`src/rtl/bcd_seg_pkg.sv`:
```
package bcd_seg_pkg;
  localparam int SEG_W = 7;
  localparam int DIG_W = 4;
  localparam int MAX_DIGIT = 9;

  typedef logic [SEG_W-1:0] seg_t;

  localparam seg_t SEG_ALL  = '1;
  localparam seg_t SEG_NONE = '0;

  typedef enum logic [2:0] {
    MODE_LAMP,
    MODE_BLANK,
    MODE_ZERO,
    MODE_SUPP,
    MODE_DIGIT,
    MODE_INVALID
  } disp_mode_e;
endpackage

```
`src/rtl/bcd_seg_rom.sv`:
```
module bcd_seg_rom
  import bcd_seg_pkg::*;
(
  input  logic [DIG_W-1:0] code,
  output seg_t             pattern,
  output logic             valid,
  output logic             is_zero
);
  always_comb begin
    unique case (code)
      4'd0:    pattern = 7'b1111110;
      4'd1:    pattern = 7'b0110000;
      4'd2:    pattern = 7'b1101101;
      4'd3:    pattern = 7'b1111001;
      4'd4:    pattern = 7'b0110011;
      4'd5:    pattern = 7'b1011011;
      4'd6:    pattern = 7'b0011111;
      4'd7:    pattern = 7'b1110000;
      4'd8:    pattern = 7'b1111111;
      4'd9:    pattern = 7'b1110011;
      default: pattern = SEG_NONE;
    endcase
  end

  assign valid   = (code <= DIG_W'(MAX_DIGIT));
  assign is_zero = (code == '0);
endmodule

```
`src/rtl/bcd_seg_mode.sv`:
```
module bcd_seg_mode
  import bcd_seg_pkg::*;
(
  input  logic       disp_en,
  input  logic       ripple_in,
  input  logic       valid,
  input  logic       is_zero,
  output disp_mode_e mode
);
  always_comb begin
    if (!disp_en) begin
      mode = ripple_in ? MODE_BLANK : MODE_LAMP;
    end else if (!valid) begin
      mode = MODE_INVALID;
    end else if (is_zero) begin
      mode = ripple_in ? MODE_ZERO : MODE_SUPP;
    end else begin
      mode = MODE_DIGIT;
    end
  end
endmodule

```
`src/rtl/bcd_seg_outreg.sv`:
```
module bcd_seg_outreg #(
  parameter int W       = 8,
  parameter bit REG_OUT = 1'b1,
  parameter logic [W-1:0] RST_VAL = '0
) (
  input  logic         clk,
  input  logic         rst_n,
  input  logic [W-1:0] d,
  output logic [W-1:0] q
);
  generate
    if (REG_OUT) begin : g_reg
      logic [W-1:0] q_r;
      always_ff @(posedge clk or negedge rst_n) begin
        if (!rst_n) q_r <= RST_VAL;
        else        q_r <= d;
      end
      assign q = q_r;
    end else begin : g_pass
      assign q = d;
    end
  endgenerate
endmodule

```
`src/rtl/bcd_seg_decoder.sv`:
```
module bcd_seg_decoder
  import bcd_seg_pkg::*;
#(
  parameter bit REG_OUT = 1'b1
) (
  input  logic             clk,
  input  logic             rst_n,
  input  logic             disp_en,
  input  logic             ripple_in,
  input  logic [DIG_W-1:0] bcd,
  output logic [SEG_W-1:0] segs,
  output logic             ripple_out
);
  localparam int OUT_W = SEG_W + 1;
  localparam logic [OUT_W-1:0] OUT_RST = {SEG_NONE, 1'b1};

  seg_t       rom_pat;
  logic       rom_valid;
  logic       rom_zero;
  disp_mode_e mode;
  seg_t       segs_nx;
  logic       rout_nx;
  logic [OUT_W-1:0] out_q;

  bcd_seg_rom u_rom (
    .code    (bcd),
    .pattern (rom_pat),
    .valid   (rom_valid),
    .is_zero (rom_zero)
  );

  bcd_seg_mode u_mode (
    .disp_en   (disp_en),
    .ripple_in (ripple_in),
    .valid     (rom_valid),
    .is_zero   (rom_zero),
    .mode      (mode)
  );

  // next-value selection
  always_comb begin
    segs_nx = SEG_NONE;
    rout_nx = 1'b1;
    unique case (mode)
      MODE_LAMP:    begin segs_nx = SEG_ALL;  rout_nx = 1'b0; end
      MODE_BLANK:   begin segs_nx = SEG_NONE; rout_nx = 1'b1; end
      MODE_ZERO:    begin segs_nx = rom_pat;  rout_nx = 1'b1; end
      MODE_SUPP:    begin segs_nx = SEG_NONE; rout_nx = 1'b0; end
      MODE_DIGIT:   begin segs_nx = rom_pat;  rout_nx = 1'b1; end
      MODE_INVALID: begin segs_nx = SEG_NONE; rout_nx = 1'b1; end
      default:      begin segs_nx = SEG_NONE; rout_nx = 1'b1; end
    endcase
  end

  bcd_seg_outreg #(
    .W       (OUT_W),
    .REG_OUT (REG_OUT),
    .RST_VAL (OUT_RST)
  ) u_out (
    .clk   (clk),
    .rst_n (rst_n),
    .d     ({segs_nx, rout_nx}),
    .q     (out_q)
  );

  assign segs       = out_q[OUT_W-1:1];
  assign ripple_out = out_q[0];
endmodule

```
`config.mk`:
```
export PLATFORM = sky130hd
export DESIGN_NAME = bcd_seg_decoder
export DESIGN_NICKNAME = d
export VERILOG_FILES = /design/src/rtl/bcd_seg_pkg.sv /design/src/rtl/bcd_seg_rom.sv /design/src/rtl/bcd_seg_mode.sv /design/src/rtl/bcd_seg_outreg.sv /design/src/rtl/bcd_seg_decoder.sv
export SDC_FILE = /design/constraint.sdc
export NUM_CORES = 1
export LEC_CHECK = 0
export BUFFER_PORTS_ARGS = -buffer_cell sky130_fd_sc_hd__buf_2
export CORE_AREA = 2 2 39 41
export CTS_CLUSTER_SIZE = 40
export DETAILED_ROUTE_END_ITERATION = 12
export DIE_AREA = 0 0 41 43
export SETUP_SLACK_MARGIN = 0.02
export SYNTH_ARGS = -nofsm -noshare
export SYNTH_HDL_FRONTEND = slang
export SYNTH_SLANG_ARGS = --single-unit
```
`constraint.sdc`:
```
create_clock -name clk -period 0.8 [get_ports clk]
set_input_delay 0.08 -clock clk [delete_from_list [all_inputs] [get_ports clk]]
set_output_delay 0.08 -clock clk [all_outputs]
set_load 0.05 [all_outputs]
```
Yosys cells after proc, flatten, opt, wreduce, memory -nomap -nowiden:

Memory sizes are Yosys's and may differ from the RTL's.
Cells that the tools add are included.

* $lt $le $gt $ge: 1
* equality and inequality tests: 3
* multiplexer cells: 7
* reduce and logical (&&, ||, !) cells: 4

Operator list (number)
* 7-bit one-hot mux with 2 select lines: 1
* 3-bit two-way mux: 3
* 3-bit by 2-bit == test with 1-bit output, second input constant: 2
* 4-bit less-or-equal comparator, second input constant: 1
* 4-bit zero test: 1
* 2-bit OR reduction: 2
* 3-bit == test, second input constant: 1
* 3-bit zero test: 1
* 1-bit two-way mux: 3

* bits in registers: 8
* bits in read-only memories: 112
* output and inout port bits: 8
* word-level logic and storage cells: 17
* memories: 1

Memory list
* (no name shown): depth 16, width 7, read ports 1, clocked after Yosys merged registers in 0, write ports 0, RTL line bcd_seg_rom.sv:10 `unique case (code)`

Longest topological paths before layout:

Gate-level depths: netlist of the first run.

* depth in word-level cells: 7
* mapped depth: 5
* mapped depth without buffers: 5

By module:

Synthesis of the first run repeated with hierarchy kept, for this count alone.

* cell total of the unflattened synthesis: 76
* area total of the unflattened synthesis: 704.4 um^2

Modules (own cells, without submodules)
* bcd_seg_decoder: instances 1, cells an instance 27, area each 239.0 um^2
* bcd_seg_rom: instances 1, cells an instance 36, area each 234.0 um^2
* bcd_seg_outreg: instances 1, cells an instance 8, area each 201.4 um^2
* bcd_seg_mode: instances 1, cells an instance 5, area each 30.0 um^2

Worst setup path before layout of the first run:

Ideal clock, no wire load.

* path kind: input-to-reg
* from: input port bcd[0]
* to: register u_out.g_reg.q_r[4] (netlist: u_out.q[4])
* data arrival time: 0.991 ns
* data required time: 0.708 ns
* path slack: -0.283 ns
* stages: 5
* path buffers: 0
* path through: inv_1 ha_1 nor4b_1 a211o_1 o31ai_2

* cells in the longest elaborated chain, start to end: 7

RTL lines
* start, declared: RTL line bcd_seg_decoder.sv:10 `input logic [DIG_W-1:0] bcd,`
* branches (longest 6 deep; another with 4-bit less-or-equal comparator)
* 7-bit one-hot mux with 2 select lines (*): RTL line bcd_seg_decoder.sv:44 `unique case (mode)`
* via segs_nx[3]: RTL line bcd_seg_decoder.sv:21 `seg_t segs_nx;`
* end signal, assigned: RTL line bcd_seg_outreg.sv:15 `if (!rst_n) q_r <= RST_VAL;`
* end signal, assigned: RTL line bcd_seg_outreg.sv:16 `else q_r <= d;`
* end, declared: RTL line bcd_seg_outreg.sv:13 `logic [W-1:0] q_r;`

Mark *: on every way through the listed nets, which the timed path passes.

Worst setup path after layout of the first run:

* from: register u_out.g_reg.q_r[0] (netlist: u_out.q[0])
* to: output port ripple_out

RTL lines
* end, declared: RTL line bcd_seg_decoder.sv:12 `output logic ripple_out`

No word-level cell between the ends.

==> results of run 1 <==
==> worst min-delay path by stage <==
stage	start	to	slack (ns)	cells after the start
2_1_floorplan	rst_n	u_out.q[1]	-0.22	0
3_3_place_gp	rst_n	u_out.q[1]	-0.08	1
3_5_place_dp	rst_n	u_out.q[1]	-0.07	1
4_1_cts	ripple_in	u_out.q[0]	0.1	2
5_1_grt	ripple_in	u_out.q[0]	0.11	2
6_report	ripple_in	u_out.q[0]	0.10	2
==> Yosys cell counts <==
cell,number
dfrtp_1,7
ha_1,6
inv_1,4
o31ai_1,4
a21oi_1,3
nor2_1,3
a211oi_1,2
o21ai_0,2
o21bai_1,2
or2_2,2
a211o_1,1
a22o_2,1
and2_1,1
and2b_2,1
buf_2,1
buf_6,1
clkbuf_1,1
dfstp_2,1
nand2_1,1
nand2b_1,1
nor3b_1,1
nor4b_1,1
o21a_4,1
o31ai_2,1
or2_4,1
==> cell families (layout without fill, tap and decap cells) <==
group / after synthesis / count (layout) / share of synthesized area
flops: 8 / 8 / 0.390
fa+ha+maj: 6 / 6 / 0.145
buf+inv: 7 / 34 / 0.0678
compound gates: 17 / 17 / 0.254
simple gates: 12 / 12 / 0.143
==> cell type report <==
class / count / area [um2] / share of cell area
Clock buffer: 4 / 26.3 / 0.0294
Multi-Input combinational cell: 35 / 370 / 0.414
Inverter: 4 / 30.0 / 0.0336
Tap cell: 16 / 20.0 / 0.0224
Timing Repair Buffer: 26 / 246 / 0.276
Sequential cell: 8 / 201 / 0.225
==> cells in the final DEF (no fill, tap or decap), types with 3 or more instances in the layout <==
cell type  n
buf_6      9
buf_4      8
dfrtp_1    7
o31ai_2    5
buf_2      5
ha_4       3
ha_1       3
clkbuf_4   3
==> layer usage <==
metal | share of wire | global-route usage | up-vias
met1 | 0.35 | 0.135 | 204
li1 | - | - | 227
met4 | 0 | 0.0800 | 0
met5 | 0 | 0 | -
met3 | 0.043 | 0.0314 | 0
met2 | 0.60 | 0.253 | 12
==> power by group through the flow <==
stage	Combinational [mW]	Sequential [mW]	Clock, mW
global placement	0.381	0.453	0
floorplan	0.140	0.579	0
finish	0.481	0.456	0.321
CTS	0.461	0.456	0.337
detailed placement	0.383	0.453	0
global route	0.516	0.459	0.363
==> what timing repair did <==
item / CTS / global route
hold buffers: 1 / 0
pin swaps: 4 / 3
hold endpoints to repair: 8 / 0
gates resized for setup: 32 / 6
setup buffers: 0 / 1
setup endpoints to repair: 15 / 15
==> through the flow <==
step                      total power [mW]  instances
after global placement               0.834         87
final                                 1.26         93
after detailed placement             0.836         87
after floorplan                      0.719         50
after global routing                  1.34         93
after CTS                             1.25         92
==> results.sh, run 1 <==
export IMPL_postSynthAreaPerCell_um2=10.3
export IMPL_grt_antenna_before_repair=0
export IMPL_vias=443
export IMPL_synthCells=50
export IMPL_largest_reg_flops=8
export IMPL_yosysWarningCount=0
export IMPL_htree_levels=1
export IMPL_yosysTopAreaCell="dfrtp_1"
export IMPL_critical_path_required_ns=0.72
export IMPL_grt_setup_unrepaired="true"
export IMPL_cp_end_kind="output pin"
export IMPL_swShare=0.329
export IMPL_arrival_ns=0.91
export IMPL_seqPwrFrac=0.362
export IMPL_critPathLaunchType="register"
export IMPL_cp_slowest_cell="dfstp_2"
export IMPL_syn_num_nets=64
export IMPL_n_antenna_cell=0
export IMPL_detail_route_antenna_nets=0
export IMPL_cts_root_buf="clkbuf_4"
export IMPL_initial_core_util=0.373
export IMPL_dieArea_um2=1760
export IMPL_post_drt_wl_per_cell_um=11.5
export IMPL_final_util=0.646
export IMPL_firstDrtPassIters=4
export IMPL_drc_errors=0
export IMPL_p_int_mw=0.844
export IMPL_die_y_um=43
export IMPL_path_depth=1
export IMPL_run_status="complete, but fails checks"
export IMPL_maxCapViolCount=0
export IMPL_yosysTopAreaCellShare=0.339
export IMPL_p_clk_frac=0.255
export IMPL_p_leak_nw=0.408
export IMPL_routed_via_density=4.76
export IMPL_drive_above_1_share=0.649
export IMPL_grt_max_degree=9
export IMPL_max_stage_delay_ns=0.53
export IMPL_drt_initial_drc_count=4
export IMPL_path_clk_slew_ns=0.05
export IMPL_worst_slack_ns=-0.195
export IMPL_finalInstanceArea_um2=895
export IMPL_ys_ff_latch=8
export IMPL_p_comb_frac=0.383
export IMPL_nets=92
export IMPL_hold_slack_ns=0.102
export IMPL_fill_cells=121
export IMPL_rows=14
export IMPL_fmax_ghz=1.01
export IMPL_p_per_area_nw_per_um2=1410
export IMPL_cp_startpoint="u_out.q[0]"
export IMPL_detail_route_wirelength_mm=1.07
export IMPL_worst_slew_pin_slew_ns=0.282
export IMPL_cp_cell_sequence="buf_8"
export IMPL_violations="negative setup slack"
export IMPL_crit_end="ripple_out"
export IMPL_slew_viol_final=0
export IMPL_critPathMaxFanout=1
export IMPL_slew_headroom=0.811
export IMPL_dp_slack_ns=-0.376
export IMPL_seq_area_frac_synth=0.390
export IMPL_syn_area_um2=517
export IMPL_peakVddDrop_mv=0.675
export IMPL_p_sw_mw=0.414
export IMPL_fin_crit_ns=0.995
export IMPL_track_usage=0.142
export IMPL_crit_type="register to output pin"
export IMPL_critPathTopFamily="flip-flops"
export IMPL_area_growth_synth_to_final_pct=73.1
export IMPL_ios=16
export IMPL_fin_setup_tns_ns=-0.542
export IMPL_hold_viol_final=0
export IMPL_clock_path_buffers=2
export IMPL_grt_pass1_vias=408
export IMPL_gp_congestion=0.756
export IMPL_hold_class="primary input to register"
export IMPL_clock_sinks=8
export IMPL_die_x_um=41
export IMPL_yosys_top_cells_area="dfrtp_1 (34%), ha_1 (15%), o31ai_1 (5.8%)"
export IMPL_crit_buf_inv=1
export IMPL_grt_pass1_wl_mm=1.65
export IMPL_numCtsBuffers=3
export IMPL_setup_viol=10
export IMPL_detailed_place_hpwl_um=808
export IMPL_portBuffers=15
export IMPL_dpl_instance_area_um2=722
export IMPL_grt_ovfl_total=0
export IMPL_tritoncts="built"
export IMPL_post_route_period_util=1.24
export IMPL_yosysUniqueCellTypes=25
export IMPL_core_um2=1380
(Power assumes the default switching activity.)
==> run 2, diff against run 1 <==
--- a/config.mk
+++ b/config.mk
@@ -5,11 +5,11 @@
 export SDC_FILE = /design/constraint.sdc
 export NUM_CORES = 1
 export LEC_CHECK = 0
-export BUFFER_PORTS_ARGS = -buffer_cell sky130_fd_sc_hd__buf_2
 export CORE_AREA = 2 2 39 41
 export CTS_CLUSTER_SIZE = 40
 export DETAILED_ROUTE_END_ITERATION = 12
 export DIE_AREA = 0 0 41 43
+export DONT_BUFFER_PORTS = 1
 export SETUP_SLACK_MARGIN = 0.02
 export SYNTH_ARGS = -nofsm -noshare
 export SYNTH_HDL_FRONTEND = slang
==> run 2 against run 1 <==
Effect of this change:
- wire length down 19%
- cell area fell by 13%
- sequential share of layout area up 3.5 points
- the flow still finishes with violations (negative setup slack)
- final cell count is 17% lower
- critical path type unchanged
- core utilization fell by 8.6 points
==> results.sh, run 2 (synthesis results as in run 1) <==
export IMPL_multi_input_area_um2=333
export IMPL_drt_initial_drc_count=1
export IMPL_peakVddDrop_mv=0.506
export IMPL_tritoncts="built"
export IMPL_n_antenna_cell=0
export IMPL_post_route_period_util=1.25
export IMPL_core_um2=1380
export IMPL_grt_pass1_wl_mm=1.43
export IMPL_detail_route_wirelength_um=866
export IMPL_arrival_ns=0.92
export IMPL_die_x_um=41
export IMPL_hold_viol_final=0
export IMPL_portBuffers=0
export IMPL_setup_viol=8
export IMPL_p_comb_frac=0.332
export IMPL_critPathLaunchType="register"
export IMPL_drive_above_1_share=0.393
export IMPL_p_per_area_nw_per_um2=1530
export IMPL_critical_path_required_ns=0.72
export IMPL_dp_slack_ns=-0.165
export IMPL_fin_crit_ns=1.00
export IMPL_critPathMaxFanout=1
export IMPL_vias=396
export IMPL_clock_path_buffers=2
export IMPL_rows=14
export IMPL_area_sequential_um2=201
export IMPL_numCtsBuffers=3
export IMPL_slew_headroom=0.771
export IMPL_run_status="complete, but fails checks"
export IMPL_die_y_um=43
export IMPL_cp_startpoint="u_out.q[0]"
export IMPL_grt_max_degree=12
export IMPL_worst_slack_ns=-0.200
export IMPL_maxCapViolCount=0
export IMPL_grt_pass1_vias=363
export IMPL_detailed_place_hpwl_um=716
export IMPL_worstHoldStart="bcd[3]"
export IMPL_worst_slew_pin_slew_ns=0.343
export IMPL_violations="negative setup slack"
export IMPL_largest_reg_flops=8
export IMPL_finalPower_mw=1.19
export IMPL_path_clk_slew_ns=0.05
export IMPL_drc_errors=0
export IMPL_p_clk_frac=0.265
export IMPL_cts_resized_gates=0
export IMPL_clock_sinks=8
export IMPL_nets=76
export IMPL_p_leak_nw=0.332
export IMPL_seqPwrFrac=0.403
export IMPL_detail_route_antenna_nets=0
export IMPL_fin_setup_tns_ns=-0.688
export IMPL_cts_root_buf="clkbuf_4"
export IMPL_fill_cells=125
export IMPL_final_cell_mix="buf_12 (7), dfrtp_1 (7), o31ai_1 (4)"
export IMPL_post_drt_wl_per_cell_um=11.2
export IMPL_initial_core_util=0.373
export IMPL_postCtsSetupBuffers=0
export IMPL_grt_ovfl_total=0
export IMPL_cp_end_kind="output pin"
export IMPL_routed_via_density=5.14
export IMPL_ios=16
export IMPL_slew_viol_final=0
export IMPL_p_sw_mw=0.356
export IMPL_area_growth_synth_to_final_pct=50.1
export IMPL_swShare=0.300
export IMPL_htree_levels=1
export IMPL_track_usage=0.123
export IMPL_dieArea_um2=1760
export IMPL_crit_type="register to output pin"
export IMPL_p_int_mw=0.831
export IMPL_gp_congestion=0.765
export IMPL_grt_antenna_before_repair=0
export IMPL_fmax_ghz=1.00
export IMPL_grt_setup_unrepaired="true"
export IMPL_firstDrtPassIters=4
export IMPL_hold_class="primary input to register"
==> run 2: cell count changes in the layout (fill, tap and decap cells not counted), sizes merged <==
cell         before  now
dlygate4sd3       1    3
buf              25    7
==> run 2: final timing paths <==
path / end / slack, ns / depth (start not counted)
worst max-delay path: ripple_out / -0.20 / 0
worst min-delay path: u_out.q[6] / 0.04 / 2
max in group asynchronous: u_out.q[0] / 0.33 / 1
min in group asynchronous: u_out.q[2] / 0.17 / 1
==> run 2: final cells by class <==
class / count / area share
tap: 16 / 0.0258
timing repair buffer: 10 / 0.219
multi-input combinational: 35 / 0.429
clock buffer: 4 / 0.0339
inverter: 4 / 0.0323
sequential: 8 / 0.260
==> run 2: power groups by stage <==
stage,clock network [mW],registers [mW],logic [mW]
2_1_floorplan,0,0.579,0.140
3_3_place_gp,0,0.484,0.379
3_5_place_dp,0,0.486,0.380
4_1_cts,0.328,0.479,0.399
5_1_grt,0.353,0.480,0.422
6_report,0.315,0.478,0.394
==> run 2: metal layers <==
layer  part of all wire  vias up  global-route usage
met5                  0        -                   0
met1               0.35      184               0.128
met3              0.061        4              0.0262
met2               0.55       12               0.178
li1                   -      196                   -
met4              0.046        0               0.140
==> run 2: stage by stage <==
| step | cells | utilization | hold WS (ns) | area [um2] |
|---|---|---|---|---|
| finish | 77 | 0.561 | 0.0366 | 776 |
| global route | 77 | 0.561 | 0.0509 | 776 |
| CTS | 77 | 0.561 | 0.0306 | 776 |
| detailed placement | 70 | 0.520 | -0.215 | 719 |
| global placement | 70 | 0.520 | -0.215 | 719 |
| floorplan | 50 | - | -0.216 | 583 |
==> run 2: timing repair <==
item / 4_1_cts / 5_1_grt
hold endpoints to repair: 9 / 0
pin swaps: 0 / 0
setup endpoints to repair: 8 / 8
hold buffers: 3 / 0
